[src/rtl/dma_seq_pkg.sv]
// Shared types for the DMA bus-mode sequencer.
// Assumes nothing beyond IEEE 1800-2017 enums.
package dma_seq_pkg;
    typedef enum logic [1:0] {
        ST_IDLE = 2'd0,
        ST_REQ  = 2'd1,
        ST_XFER = 2'd2,
        ST_REL  = 2'd3
    } seq_state_e;
endpackage

[src/rtl/dma_seq_chan_bank.sv]
// Per-channel state: armed flag, unit counter, mode and source bits, done pulse.
// Assumes a channel is not re-armed while it is the one being served.
module dma_seq_chan_bank #(
    parameter int NCH   = 4,
    parameter int CNT_W = 8,
    localparam int CH_W = (NCH > 1) ? $clog2(NCH) : 1
) (
    input  logic             clk,
    input  logic             rst_n,
    input  logic             cfg_we,
    input  logic [CH_W-1:0]  cfg_ch,
    input  logic [CNT_W-1:0] cfg_count,
    input  logic             cfg_burst,
    input  logic             cfg_ext,
    input  logic             unit_end,
    input  logic [CH_W-1:0]  cur_ch,
    output logic [NCH-1:0]   en,
    output logic [NCH-1:0]   ext_mode,
    output logic [NCH-1:0]   burst_eff,
    output logic [NCH-1:0]   last_unit,
    output logic [NCH-1:0]   done
);
    logic [CNT_W-1:0] cnt_q [NCH];
    logic [NCH-1:0]   burst_q;

    for (genvar i = 0; i < NCH; i++) begin : g_ch
        logic sel_cfg;
        logic sel_run;
        assign sel_cfg = cfg_we && (cfg_ch == CH_W'(i)) && (cfg_count != '0);
        assign sel_run = unit_end && (cur_ch == CH_W'(i));

        // Arm, count down and disarm one channel.
        always_ff @(posedge clk) begin
            if (!rst_n) begin
                en[i]       <= 1'b0;
                cnt_q[i]    <= '0;
                burst_q[i]  <= 1'b0;
                ext_mode[i] <= 1'b0;
                done[i]     <= 1'b0;
            end else begin
                done[i] <= 1'b0;
                if (sel_cfg) begin
                    en[i]       <= 1'b1;
                    cnt_q[i]    <= cfg_count;
                    burst_q[i]  <= cfg_burst;
                    ext_mode[i] <= cfg_ext;
                end else if (sel_run) begin
                    cnt_q[i] <= cnt_q[i] - 1'b1;
                    if (cnt_q[i] == CNT_W'(1)) begin
                        en[i]   <= 1'b0;
                        done[i] <= 1'b1;
                    end
                end
            end
        end

        // Burst only applies to internally requested channels.
        assign burst_eff[i] = burst_q[i] & ~ext_mode[i];
        assign last_unit[i] = (cnt_q[i] == CNT_W'(1));
    end
endmodule

[src/rtl/dma_seq_req_sampler.sv]
// Builds per-channel pending requests: registers the active-low external pins
// (low-level sensing) and selects pin or internal request by the source bit.
// Assumes the pins are already synchronous to clk.
module dma_seq_req_sampler #(
    parameter int NCH = 4
) (
    input  logic           clk,
    input  logic           rst_n,
    input  logic [NCH-1:0] auto_req,
    input  logic [NCH-1:0] ext_req_n,
    input  logic [NCH-1:0] ext_mode,
    input  logic [NCH-1:0] en,
    output logic [NCH-1:0] req_eff,
    output logic [NCH-1:0] pend
);
    logic [NCH-1:0] ext_smp_q;

    // Sample the external pins, low level means request.
    always_ff @(posedge clk) begin
        if (!rst_n) ext_smp_q <= '0;
        else        ext_smp_q <= ~ext_req_n;
    end

    // Pick the request source per channel and qualify with enable.
    always_comb begin
        req_eff = (ext_mode & ext_smp_q) | (~ext_mode & auto_req);
        pend    = req_eff & en;
    end
endmodule

[src/rtl/dma_seq_prio.sv]
// Fixed-priority pick: the lowest-numbered set bit wins.
module dma_seq_prio #(
    parameter int NCH   = 4,
    localparam int CH_W = (NCH > 1) ? $clog2(NCH) : 1
) (
    input  logic [NCH-1:0]  pend,
    output logic            any,
    output logic [CH_W-1:0] idx
);
    // Scan from the top so the lowest index is written last.
    always_comb begin
        idx = '0;
        for (int i = NCH - 1; i >= 0; i--) begin
            if (pend[i]) idx = CH_W'(i);
        end
        any = |pend;
    end
endmodule

[src/rtl/dma_busmode_seq.sv]
// Bus mastership sequencer for a multi-channel DMA engine.
// Requests the bus, runs UNIT_CYC-beat transfer units, and releases the bus
// after each unit (cycle steal) or only at the end (burst).
// Assumes the arbiter drops bus_gnt once bus_req has been low for a cycle.
module dma_busmode_seq
    import dma_seq_pkg::*;
#(
    parameter int NCH      = 4,
    parameter int CNT_W    = 8,
    parameter int UNIT_CYC = 2,
    localparam int CH_W    = (NCH > 1) ? $clog2(NCH) : 1,
    localparam int BEAT_W  = (UNIT_CYC > 1) ? $clog2(UNIT_CYC) : 1
) (
    input  logic             clk,
    input  logic             rst_n,
    input  logic             cfg_we,
    input  logic [CH_W-1:0]  cfg_ch,
    input  logic [CNT_W-1:0] cfg_count,
    input  logic             cfg_burst,
    input  logic             cfg_ext,
    input  logic [NCH-1:0]   auto_req,
    input  logic [NCH-1:0]   ext_req_n,
    input  logic             bus_gnt,
    output logic             bus_req,
    output logic             xfer_active,
    output logic [CH_W-1:0]  xfer_ch,
    output logic [NCH-1:0]   ext_ack,
    output logic [NCH-1:0]   done,
    output logic [NCH-1:0]   ch_en
);
    seq_state_e        state_q, state_d;
    logic [CH_W-1:0]   cur_q, cur_d;
    logic [BEAT_W-1:0] beat_q, beat_d;
    logic [NCH-1:0]    en, ext_mode, burst_eff, last_unit, req_eff, pend;
    logic [NCH-1:0]    cur_oh, others;
    logic              win_any, unit_end, keep_bus;
    logic [CH_W-1:0]   win_idx;

    dma_seq_chan_bank #(.NCH(NCH), .CNT_W(CNT_W)) u_bank (
        .clk(clk), .rst_n(rst_n),
        .cfg_we(cfg_we), .cfg_ch(cfg_ch), .cfg_count(cfg_count),
        .cfg_burst(cfg_burst), .cfg_ext(cfg_ext),
        .unit_end(unit_end), .cur_ch(cur_q),
        .en(en), .ext_mode(ext_mode), .burst_eff(burst_eff),
        .last_unit(last_unit), .done(done)
    );

    dma_seq_req_sampler #(.NCH(NCH)) u_smp (
        .clk(clk), .rst_n(rst_n),
        .auto_req(auto_req), .ext_req_n(ext_req_n),
        .ext_mode(ext_mode), .en(en),
        .req_eff(req_eff), .pend(pend)
    );

    dma_seq_prio #(.NCH(NCH)) u_prio (
        .pend(pend), .any(win_any), .idx(win_idx)
    );

    // Decode the current channel and decide whether a burst keeps the bus.
    always_comb begin
        for (int i = 0; i < NCH; i++) cur_oh[i] = (cur_q == CH_W'(i));
        others   = pend & ~cur_oh;
        unit_end = (state_q == ST_XFER) && (beat_q == BEAT_W'(UNIT_CYC - 1));
        keep_bus = |(cur_oh & burst_eff & en & ~last_unit & req_eff) && !(|others);
    end

    // Next-state logic for request, transfer and release.
    always_comb begin
        state_d = state_q;
        cur_d   = cur_q;
        beat_d  = beat_q;
        case (state_q)
            ST_IDLE: if (win_any) state_d = ST_REQ;
            ST_REQ: begin
                if (bus_gnt) begin
                    if (win_any) begin
                        state_d = ST_XFER;
                        cur_d   = win_idx;
                        beat_d  = '0;
                    end else begin
                        state_d = ST_REL;
                    end
                end
            end
            ST_XFER: begin
                if (unit_end) begin
                    beat_d = '0;
                    if (!keep_bus) state_d = ST_REL;
                end else begin
                    beat_d = beat_q + 1'b1;
                end
            end
            ST_REL: state_d = win_any ? ST_REQ : ST_IDLE;
            default: state_d = ST_IDLE;
        endcase
    end

    // State registers.
    always_ff @(posedge clk) begin
        if (!rst_n) begin
            state_q <= ST_IDLE;
            cur_q   <= '0;
            beat_q  <= '0;
        end else begin
            state_q <= state_d;
            cur_q   <= cur_d;
            beat_q  <= beat_d;
        end
    end

    assign bus_req     = (state_q == ST_REQ) || (state_q == ST_XFER);
    assign xfer_active = (state_q == ST_XFER);
    assign xfer_ch     = cur_q;
    assign ext_ack     = xfer_active ? (cur_oh & ext_mode) : '0;
    assign ch_en       = en;
endmodule

[config.mk]
export PLATFORM = sky130hd
export DESIGN_NAME = dma_busmode_seq
export DESIGN_NICKNAME = d
export VERILOG_FILES = /design/src/rtl/dma_seq_pkg.sv /design/src/rtl/dma_seq_chan_bank.sv /design/src/rtl/dma_seq_req_sampler.sv /design/src/rtl/dma_seq_prio.sv /design/src/rtl/dma_busmode_seq.sv
export SDC_FILE = /design/constraint.sdc
export NUM_CORES = 1
export LEC_CHECK = 0
export BUFFER_PORTS_ARGS = -buffer_cell sky130_fd_sc_hd__buf_2
export CAP_MARGIN = 10
export CORE_MARGIN = 2
export CORE_UTILIZATION = 40
export DETAILED_ROUTE_END_ITERATION = 7
export PLACE_DENSITY = 0.67
export SLEW_MARGIN = 5
export SYNTH_ARGS = -nofsm -noshare
export SYNTH_HDL_FRONTEND = slang
export SYNTH_HIERARCHICAL = 1
export SYNTH_SLANG_ARGS = --single-unit
[constraint.sdc]
create_clock -name clk -period 4.21 [get_ports clk]
set_input_delay 0.421 -clock clk [delete_from_list [all_inputs] [get_ports clk]]
set_output_delay 0.421 -clock clk [all_outputs]
set_load 0.01 [all_outputs]
### Word-level counts from Yosys, hierarchy flattened

Memories as Yosys holds them, arrays and structs flattened.
Cells that the tools add are included.

| operators by class | value |
|---|---|
| bitwise gates (word level) | 35 |
| add/subtract/negate cells | 5 |
| mux-type cells | 69 |
| equal/unequal tests | 18 |
| reductions and logical operators | 43 |

Operators with widths:

| operator | number |
|---|---|
| 8-bit two-way mux | 8 |
| 1-bit two-way mux | 50 |
| 4-bit bitwise AND | 9 |
| 8-bit by 1-bit == test with 1-bit output, second input constant | 4 |
| 8-bit by 1-bit subtractor with 8-bit output, second input constant | 4 |
| 2-bit nonzero test | 9 |
| 2-bit two-way mux | 8 |
| 4-bit NOT | 4 |
| 1-bit logical AND | 14 |
| 2-bit == test, second input constant | 6 |
| 3-bit OR reduction | 4 |
| 4-bit OR reduction | 3 |
| 1-bit NOT | 9 |
| 2-bit inequality test, second input constant | 4 |
| 1-bit bitwise OR | 8 |
| 2-bit case mux with 4 select lines | 1 |
| 2-bit AND reduction | 4 |
| 8-bit nonzero test | 1 |
| 2-bit by 1-bit == test with 1-bit output, second input constant | 3 |
| 2-bit logical NOT | 3 |
| 3-bit AND reduction | 2 |
| 1-bit bitwise AND | 4 |
| 4-bit two-way mux | 1 |
| 4-bit bitwise OR | 1 |
| other kinds (6) | 6 |

| word-level totals | value |
|---|---|
| bits in registers | 25 |
| memory bits (writable) | 32 |
| memories kept | 1 |

Memory list:

| memory | words | width | rd ports | clocked after memory_dff | wr ports | RTL line | source |
|---|---|---|---|---|---|---|---|
| u_bank.cnt_q | 4 | 8 | 4 | 0 | 4 | dma_seq_chan_bank.sv:23 | `logic [CNT_W-1:0] cnt_q [NCH];` |

### Longest topological paths before layout

| depth | value |
|---|---|
| depth in word-level cells | 11 |
| mapped depth | 9 |
| gate-level depth less buffers | 9 |

### By module

The synthesis kept the hierarchy.

Modules (own cells, without submodules):

| module | sequential area each (µm²) | cells an instance | area an instance (µm²) | times used |
|---|---|---|---|---|
| dma_seq_chan_bank | 1281.2 | 291 | 2785.2 | 1 |
| dma_busmode_seq | 100.1 | 65 | 509.2 | 1 |
| dma_seq_req_sampler | 80.1 | 16 | 200.2 | 1 |
| dma_seq_prio | 0.0 | 7 | 35.0 | 1 |

### Least setup slack after synthesis

No wires, ideal clock.

| path | value |
|---|---|
| kind | register -> register |
| start | reg state_q[0] |
| end | mem u_bank.cnt_q[0][0], enable pin |
| data required time | 3.873 ns |
| cell stages (with the launch flop) | 7 |
| clock period less this slack | 2.175 ns |
| path buffers | 1 |
| path slack | 2.035 ns |
| arrival | 1.839 ns |
| path through | dfxtp_1 inv_1 ha_1 clkbuf_1 and2_1 or3b_2 nand3_1 |

RTL lines:

| element | RTL line | source |
|---|---|---|
| start, declared | dma_busmode_seq.sv:31 | `seq_state_e state_q, state_d;` |
| start signal, assigned | dma_busmode_seq.sv:105 | `state_q <= state_d;` |
| end, declared | dma_seq_chan_bank.sv:23 |  |

==> flow_summary.ini <==
[status]
outcome = finished, final reports clean

[power]
total_leakage_power_nw = 1.51
powerDensity_nw_per_um2 = 351
ir_worst_vdd_v = 0.000167

[placement]
port_buffers = 39
place_congestion = 0.879
hpwl_um = 6360
dpl_worst_slack_ns = 1.84

[global_route]
grtUsageMet1_pct = 25.4
grt_max_degree = 46
grt_remaining_overflow = 0
grt_pass1_wl_um = 14200
gr-usage-met3_pct = 4.29
grt_antenna_before_repair = 0
grt.busiest_layer = met2
track_usage_pct = 18.7
gr-usage-met2_pct = 30.0
grt_pass1_vias = 2837

[timing]
setup_slack_ns = 1.80
slew-limit-headroom_pct = 23.3
skew_ns = 0.00852
fmax_mhz = 415
finalCriticalPeriod_ns = 2.41
finalHoldViolCount = 0
slew_viol_final = 0
finalCritPeriodShare_pct = 57.2
worst_slew_pin_slew_ns = 1.14
rsz0062_at_grt = false
fin_setup_tns_ns = 0
setup_viol_count_final = 0

[synthesis]
syn_nets = 416
synth_flop_cell = edfxtp_1
ys_types = 52
ys_seq_area_share_pct = 41.4
synth_area_um2 = 3530
synth-edff-count = 32
postSynthCellCount = 379
avgSynthCellArea_um2 = 9.31
ys_warn_count = 6
async_reset_ff_share_pct = 0
ys_ff_latch = 57

[die]
num_rows = 34
io_pins = 40
die_h_um = 97.9
die_area_um2 = 9590
start_util_pct = 40.9
die_w_um = 97.9
coreArea_um2 = 8640

[critical_path]
crit_type = flip-flop to flip-flop
critPathCaptureType = flip-flop
worst_setup_path_start_kind = flip-flop
cp_max_fo = 4
required_ns = 4.48
crit_arrival_ns = 2.68

[final_layout]
n_antenna_cell = 0
syn2layout_area_growth_pct = 13.3
final_layout_size_suffix_gt1_share_pct = 17.3
final_nets = 454
layout_commonest_cell = nand2_1
final_cell_mix = 61 x nand2_1, 39 x buf_2, 32 x edfxtp_1

[clocking]
htreeDepth = 3
ctsLongestPathBuffers = 2
cts.clk_slew.worst_paths_ns = 0.07
clk_latency_ns = 0.34
cts_num_sinks = 57
cts_tree = yes
post_cts_buffers = 0
cts-root-buf = clkbuf_8
cts-buffers-inserted = 9
postCtsHoldBufs = 0
post_cts_resized = 0

[routing]
post_drt_wl_per_cell_um = 16.5
ant_nets = 0
drt_first_pass_iters = 4
avgViaCountPerCell = 5.51
wl_um = 8750
dr_total_vias = 2919
drtIter0Drc = 167
drc = 0

[hold_path]
hold_path.class = primary input to flip-flop

[job]
maxCapViolations = 0
-- worst max-delay path, stage by stage (launching register included) --
cell	delay [ns]
edfxtp_1	0.43
nor4_1	0.54
and2_1	0.23
nand4b_1	0.13
nor2_2	0.04
or4_4	0.54
a211o_1	0.30
a31oi_1	0.12
-- final cells by class --
type,count,area [µm²]
sequential,57,1460
multi-input combinational,293,1940
inverter,14,52.6
timing repair buffer,42,218
clock buffer,12,145
fill,859,4640
tap,108,135
clock inverter,4,43.8
-- worst paths after layout --
path,from,slack [ns],to,depth (start not counted)
worst max-delay path,u_bank/cnt_q[1][4],1.80,state_q[0],7
worst min-delay path,ext_req_n[3],0.23,u_smp/ext_smp_q[3],2
worst min register to register,u_bank/burst_q[3],0.46,u_bank/burst_q[3],2
worst max register to register,u_bank/cnt_q[1][4],1.80,state_q[0],7
-- cells by family (layout without fill, tap and decap cells) --
group                    count (synthesis)  count (layout)  synth area share, %
AO/OA/AOI/OAI                           62              62                 12.9
XOR/XNOR                                24              24                 5.96
AND/OR/NAND/NOR                        186             186                 28.7
multiplexers                             8               8                 2.84
adder cells (fa/ha/maj)                 13              13                 4.61
flip-flops                              57              57                 41.4
buffers and inverters                   29              72                 3.58
-- cell usage after synthesis (3+ instances only) --
library cell | n | area share [%]
clkbuf_1 | 11 | 1.2
inv_1 | 14 | 1.5
a21boi_1 | 3 | 0.64
a21oi_1 | 7 | 0.99
and2_4 | 4 | 0.99
and3b_1 | 3 | 0.74
edfxtp_1 | 32 | 27
nand4b_1 | 4 | 0.99
nor2b_1 | 12 | 2.1
nand3_1 | 31 | 4.4
nor4_1 | 4 | 0.71
nand2_1 | 61 | 6.5
mux2_4 | 4 | 1.7
nand3b_1 | 3 | 0.64
dfxtp_1 | 25 | 14
o22ai_1 | 5 | 0.89
and3_1 | 3 | 0.53
nand4_1 | 3 | 0.53
xnor2_1 | 9 | 2.2
nor3b_1 | 8 | 1.7
mux2i_1 | 4 | 1.1
nor2_1 | 18 | 1.9
o32ai_1 | 7 | 1.7
and2_1 | 4 | 0.71
a211o_1 | 3 | 0.74
nor4b_1 | 3 | 0.74
a21boi_0 | 27 | 5.7
nor3_1 | 7 | 0.99
ha_1 | 13 | 4.6
or3_1 | 6 | 1.1
xor2_1 | 15 | 3.7
-- stage by stage --
stage / total power, W / instances / util, % / area, µm² / hold slack [ns]
2_1_floorplan: 0.000833 / 379 / - / 3530 / 0.439
3_3_place_gp: 0.000901 / 514 / 44.1 / 3810 / 0.452
3_5_place_dp: 0.000909 / 514 / 44.1 / 3810 / 0.456
4_1_cts: 0.00142 / 530 / 46.3 / 4000 / 0.211
5_1_grt: 0.00147 / 530 / 46.3 / 4000 / 0.227
6_report: 0.00140 / 530 / 46.3 / 4000 / 0.231
-- registers in the layout, summed over array words and instances, names as in the netlist --
name,count
beat_q,1
state_q,2
u_bank/burst_q,4
u_bank/cnt_q,32
u_bank/done,4
u_bank/en,4
u_bank/ext_mode,4
u_smp/ext_smp_q,4
xfer_ch,2
-- metal layers --
metal / routed length [µm] / share of wire (%) / vias up
met3: 680 / 7.8 / 8
met1: 3820 / 44 / 1373
met2: 4160 / 47 / 100
met4: 95 / 1.1 / 0
met5: 0 / 0 / -
li1: - / - / 1438
-- power by group --
group          internal (W)  leakage [nW]  switching [W]
Sequential         0.000625         0.533      0.0000345
Clock              0.000286        0.0978       0.000218
Combinational      0.000101         0.881       0.000139
Note: power is estimated with default switching activity, not from simulation.
